<file path="src/rtl/res_sem_pkg.sv">
package res_sem_pkg;
  typedef enum logic [1:0] {
    SEL_CLAIM   = 2'd0,
    SEL_RELEASE = 2'd1,
    SEL_STATUS  = 2'd2,
    SEL_SPARE   = 2'd3
  } reg_sel_e;
endpackage

</file>
<file path="src/rtl/res_sem_slot.sv">
module res_sem_slot #(
  parameter int CODE_W = 2
) (
  input  logic              clk,
  input  logic              rst,
  input  logic              claim_en,
  input  logic              rel_en,
  input  logic [CODE_W-1:0] field_val,
  input  logic [CODE_W-1:0] master_id,
  output logic [CODE_W-1:0] owner
);
  logic valid_code;

  // A field counts only when it is non-zero and names the writing master
  assign valid_code = (field_val != '0) && (field_val == master_id);

  always_ff @(posedge clk) begin
    if (rst) begin
      owner <= '0;
    end else if (claim_en && valid_code && owner == '0) begin
      owner <= field_val;
    end else if (rel_en && valid_code && owner == field_val) begin
      owner <= '0;
    end
  end

  // a held resource cannot be taken over by a claim
  p_no_steal_r3: assert property (@(posedge clk) disable iff (rst)
    (claim_en && owner != '0) |=> $stable(owner));

  // an owned field is freed only by a matching release
  p_release_match_r4: assert property (@(posedge clk) disable iff (rst)
    (owner != '0 && !(rel_en && field_val == owner)) |=> $stable(owner));

  // a newly recorded owner is always the master that wrote
  p_owner_is_writer_r5: assert property (@(posedge clk) disable iff (rst)
    (owner == '0) |=> (owner == '0 || owner == $past(master_id)));

endmodule

</file>
<file path="src/rtl/res_sem_rdport.sv">
module res_sem_rdport #(
  parameter int DATA_W = 32
) (
  input  logic              clk,
  input  logic              rst,
  input  logic [1:0]        addr,
  input  logic [DATA_W-1:0] status,
  output logic [DATA_W-1:0] rd_data
);
  import res_sem_pkg::*;

  always_ff @(posedge clk) begin
    if (rst) begin
      rd_data <= '0;
    end else if (reg_sel_e'(addr) == SEL_STATUS) begin
      rd_data <= status;
    end else begin
      rd_data <= '0;
    end
  end

  // every register other than status reads as zero
  p_hidden_zero_r7: assert property (@(posedge clk) disable iff (rst)
    (reg_sel_e'(addr) != SEL_STATUS) |=> (rd_data == '0));

endmodule

</file>
<file path="src/rtl/res_semaphore.sv">
module res_semaphore #(
  parameter int NUM_RES = 16,
  parameter int CODE_W  = 2
) (
  input  logic                       clk,
  input  logic                       rst,
  input  logic                       wr_en,
  input  logic [1:0]                 addr,
  input  logic [NUM_RES*CODE_W-1:0]  wr_data,
  input  logic [CODE_W-1:0]          master_id,
  output logic [NUM_RES*CODE_W-1:0]  rd_data
);
  import res_sem_pkg::*;

  localparam int DATA_W = NUM_RES * CODE_W;

  logic              claim_en;
  logic              rel_en;
  logic [DATA_W-1:0] status;

  assign claim_en = wr_en && (reg_sel_e'(addr) == SEL_CLAIM);
  assign rel_en   = wr_en && (reg_sel_e'(addr) == SEL_RELEASE);

  for (genvar i = 0; i < NUM_RES; i++) begin : g_slot
    res_sem_slot #(.CODE_W(CODE_W)) u_slot (
      .clk       (clk),
      .rst       (rst),
      .claim_en  (claim_en),
      .rel_en    (rel_en),
      .field_val (wr_data[i*CODE_W +: CODE_W]),
      .master_id (master_id),
      .owner     (status[i*CODE_W +: CODE_W])
    );
  end

  res_sem_rdport #(.DATA_W(DATA_W)) u_rd (
    .clk     (clk),
    .rst     (rst),
    .addr    (addr),
    .status  (status),
    .rd_data (rd_data)
  );

  // writes aimed at status or the unused register leave all owners alone
  p_status_ro_r8: assert property (@(posedge clk) disable iff (rst)
    (wr_en && addr[1]) |=> $stable(status));

endmodule

</file>
<file path="config.mk">
export PLATFORM = sky130hd
export DESIGN_NAME = res_semaphore
export DESIGN_NICKNAME = d
export VERILOG_FILES = /design/src/rtl/res_sem_pkg.sv /design/src/rtl/res_sem_slot.sv /design/src/rtl/res_sem_rdport.sv /design/src/rtl/res_semaphore.sv
export SDC_FILE = /design/constraint.sdc
export NUM_CORES = 1
export LEC_CHECK = 0
export BUFFER_PORTS_ARGS = -buffer_cell sky130_fd_sc_hd__buf_4
export CELL_PAD_IN_SITES_DETAIL_PLACEMENT = 0
export CELL_PAD_IN_SITES_GLOBAL_PLACEMENT = 1
export CORE_AREA = 8 8 105 107
export DETAILED_ROUTE_END_ITERATION = 16
export DIE_AREA = 0 0 113 115
export GPL_TIMING_DRIVEN = 0
export PLACE_DENSITY_LB_ADDON = 0.1
export REMOVE_ABC_BUFFERS = 1
export SLEW_MARGIN = 20
export SYNTH_ARGS = -nofsm -noshare
export SYNTH_HDL_FRONTEND = slang
export SYNTH_HIERARCHICAL = 1
export SYNTH_SLANG_ARGS = --single-unit
</file>
<file path="constraint.sdc">
create_clock -name clk -period 1.1 [get_ports clk]
set_input_delay 0.11 -clock clk [delete_from_list [all_inputs] [get_ports clk]]
set_output_delay 0.11 -clock clk [all_outputs]
set_load 0.01 [all_outputs]
</file>
Yosys cells after proc, flatten, opt, wreduce, memory -nomap -nowiden
Index checks and enable logic that the tools add are counted.
{"block": "classes", "bitwise": 1, "n_mux": 32, "n_eq_ne": 34, "n_reduce_logical": 132}
{"operator": "$logic_and 1x1->1", "n": 82}
{"operator": "$eq 2x2->1", "n": 32}
{"operator": "$mux 2", "n": 32}
{"operator": "$reduce_bool 2->1", "n": 32}
{"operator": "$logic_not 2->1", "n": 17}
{"operator": "$eq 2x1->1 const B", "n": 1}
{"operator": "$eq 2x2->1 const B", "n": 1}
{"operator": "$reduce_or 2->1", "n": 1}
{"operator": "$not 1->1", "n": 1}
{"block": "totals", "wordCells": 216, "ff_bits": 64, "output_inout_bits": 32}

Longest topological paths before layout
{"block": "logic_depth", "depth_word": 6, "ltp_mapped": 4, "depth_no_buf": 4}

By module
The synthesis kept the hierarchy.
{"mod": "res_sem_slot", "area_per_inst_um2": 142.6, "cells_per_inst": 16, "instances": 16}
{"mod": "res_sem_rdport", "area_per_inst_um2": 1251.2, "cells_per_inst": 73, "instances": 1}
{"mod": "res_semaphore", "area_per_inst_um2": 21.3, "cells_per_inst": 2, "instances": 1}

Worst setup path after synthesis
No wires, ideal clock.
{"block": "synth_timing", "kind": "input -> register", "start": "input addr[1]", "end": "register g_slot[10].u_slot.owner[0]", "path_buffers": 0, "setup_time_ps": 92, "arrival_time_ps": 1093, "stages": 3, "slack_ps": -86, "path_cell_list": "nor3b_2 -> or4b_1 -> o32ai_1"}
{"block": "synth_between", "elab_chain_len": 5}
{"element": "start: declaration", "line": "res_semaphore.sv:8", "source": "input logic [1:0] addr,"}
{"element": "$eq 2x1->1 or $logic_not 2->1 (tied branches)", "line": "res_semaphore.sv:22, res_semaphore.sv:21"}
{"element": "$logic_and 1x1->1, on equally long branches", "line": "res_semaphore.sv:22, res_semaphore.sv:21"}
{"element": "$logic_and 1x1->1, on equally long branches (2 in series)", "line": "res_sem_slot.sv:22, res_sem_slot.sv:20"}
{"element": "$reduce_bool 2->1 (no source line) or $mux 2 (tied branches)"}
{"element": "end signal: assignment", "line": "res_sem_slot.sv:21", "source": "owner <= field_val;"}
{"element": "end: declaration", "line": "res_sem_slot.sv:10", "source": "output logic [CODE_W-1:0] owner"}
Parallel ways exist; a longest one is shown, timed or not.
A chain may end at the register's enable or synchronous reset.

Worst setup path after layout
{"block": "layout_timing", "start": "register g_slot[5].u_slot.owner[1]", "end": "register g_slot[5].u_slot.owner[1]"}
{"block": "layout_between", "elab_chain_len": 3}
{"element": "start: declaration", "line": "res_sem_slot.sv:10"}
{"element": "start signal: assignment", "line": "res_sem_slot.sv:21"}
{"element": "$eq 2x2->1 or $logic_not 2->1 (tied branches)", "line": "res_sem_slot.sv:22, res_sem_slot.sv:20"}
{"element": "$logic_and 1x1->1, on equally long branches", "line": "res_sem_slot.sv:22, res_sem_slot.sv:20"}
{"element": "$reduce_bool 2->1 (no source line) or $mux 2 (tied branches)"}
Parallel ways exist; a longest one is shown, timed or not.

==> out/results.ini <==
[run_status]
status = finished with violations
violations = negative setup slack

[yosys]
syn-mean-instance-area_um2 = 10.7
synthDistinctLibCells = 19
seq_area_frac_synth_pct = 36.0
synthAdderAreaFrac_pct = 0
ys_seq_elements = 64
synth_xor_area_share_pct = 11.8
yosysTopAreaCellShare_pct = 36.0
synthSimpleGateAreaFrac_pct = 36.0
synth_top_area_cell = dfxtp_1
synth_top_family_by_area = simple AND/OR/NAND/NOR gates
syn_area_um2 = 3550
synth_area_leaders = dfxtp_1, nor4bb_2, xnor2_1
synth_compound_area_share_pct = 10.7
synthCells = 331
yosys_warnings = 6
synth_mux_area_share_pct = 0

[cells_and_area]
final_common_cell = buf_4
layout_common_cells = buf_4, xnor2_1, dfxtp_1, inv_1, nor4bb_2
nets = 448
finalCoreUtilization_pct = 49.6
drive_gt1_share_pct = 44.1
n_antenna_cell = 0
area.growth.synth_to_final_pct = 31.9

[drt]
wl_per_cell_um = 16.7
dr_wl_met3_um = 341
wl_met2_um = 4220
drtPass1Iterations = 4
viasPerCell = 5.26
top_layer_used = met4
dr.first_iter.drc_count = 93
drtAntennaViolNets = 0
drt_wl_total_um = 8800
num_vias = 2771
wl_met1_um = 4140
drc = 0

[worst_setup_path]
cp.required_ns = 1.33
crit_family = simple AND/OR/NAND/NOR gates
worstSetupEndpointType = register
crit_buf_inv = 0
arrival_ns = 1.36
critical_path.max_stage_delay_ns = 0.55
crit_chain = or4b_4, o32ai_2
slowest_stage = or4b_4
rrSetupSlack_ns = -0.02
cp_max_fo = 4
critical_path_class = register to register
cp-start-kind = register

[clocking]
cts_max_level = 3
path_clk_slew_ns = 0.07
clk_path_buf_depth = 2
cts_tree = yes
cts_buffers = 9
clkLatencyLatePin_ns = 0.33
clock_sinks = 64
holdBufCountCts = 0
cts_root_buffer = clkbuf_8

[timing]
period_share_pct = 102
setup_slack_ns = -0.0224
finalSetupViolCount = 5
skew_ns = 0.00676
max_freq_ghz = 0.891
drv_slew = 0
hold_viol = 0
worst_pin_slew_ns = 0.874
rsz0062_at_grt = yes
relSlewSlack_pct = 41.7
fin_crit_ns = 1.12

[floorplanning]
core_um2 = 9460
fp-row-count = 36
die_area_um2 = 13000
start_util_pct = 37.6
fp.dieW_um = 113
ioPinCount = 71
die_height_um = 115

[power_and_ir_drop]
vdd_drop_max_v = 0.000476
design_power_total_mw = 5.03
p_leak_nw = 1.59
powerDensity_nw_per_um2 = 1070

[placed_design]
port_buffers = 70
place_congestion = 0.735
dp_hpwl_um = 5100

[job]
maxCapViolations = 0

[grt]
antenna_found_initial = 0
grt_pass1_vias = 2868
grt_max_degree = 97
grt_pass1_wl_um = 14300
grt_use_total_pct = 13.6
grt_overflow = 0

[hold_path]
hold_class = primary input to register

==> registers in the layout, summed over array words and instances, names as in the netlist <==
register and cells:
g_slot.u_slot/owner 32, u_rd/rd_data 32
==> power breakdown <==
| part | total (mW) | switching, mW | leakage (nW) | internal, mW |
|---|---|---|---|---|
| combinational | 0.734 | 0.357 | 0.960 | 0.377 |
| clock | 1.96 | 0.874 | 0.0989 | 1.09 |
| sequential | 2.34 | 0.0170 | 0.530 | 2.32 |
==> worst paths after layout <==
check	start	end	depth (start not counted)
worst max-delay path	g_slot[5].u_slot/owner[1]	g_slot[5].u_slot/owner[1]	2
worst min-delay path	addr[0]	u_rd/rd_data[6]	2
worst max register to register	g_slot[5].u_slot/owner[1]	g_slot[5].u_slot/owner[1]	2
worst min register to register	g_slot[11].u_slot/owner[0]	g_slot[11].u_slot/owner[0]	2
==> metal layers <==
layer | vias to the layer above | track usage (%)
met5 | - | 0
met4 | 0 | 4.80
met3 | 6 | 3.41
met2 | 46 | 23.1
met1 | 1318 | 16.5
li1 | 1401 | -
==> cells in the mapped netlist (all sizes together) <==
cell,n
nand3,16
inv,32
or4b,16
nand2b,16
o32ai,32
xnor2,48
nor4bb,30
and3b,1
buf,9
nor3b,1
a31oi,16
nor2,16
dfxtp,64
or2b,16
and4bb,18
==> cell families after synthesis <==
group | after synthesis
xor+xnor | 48
flops | 64
simple gates | 130
buf+inv | 41
compound gates | 48
==> final cells by class <==
| type | instances | area [um^2] |
|---|---|---|
| clock inverter | 4 | 45.0 |
| inverter | 32 | 120 |
| clock buffer | 11 | 141 |
| tap | 114 | 143 |
| sequential | 64 | 1330 |
| multi-input combinational | 226 | 2250 |
| fill | 867 | 4770 |
| timing repair buffer | 76 | 659 |
==> per-stage QoR <==
| step | TNS [ns] | hold WS [ns] | instance area, um^2 | setup slack, ns | cells |
|---|---|---|---|---|---|
| finish | -0.0387 | 0.0480 | 4690 | -0.0224 | 527 |
| CTS | -0.0976 | 0.0362 | 4550 | -0.0212 | 526 |
| floorplan | -2.75 | 0.180 | 3480 | -0.0858 | 322 |
| global placement | -39.39 | 0.400 | 4150 | -1.11 | 506 |
| detailed placement | -40.44 | 0.401 | 4150 | -1.14 | 506 |
| global route | -0.832 | 0.0385 | 4690 | -0.0519 | 527 |
==> timing repair <==
action,4_1_cts,5_1_grt
gates cloned,1,0
pin swaps,9,15
setup buffers,4,1
setup endpoints to repair,32,32
resized for setup,44,33
Power figures use the tool's default switching activity.
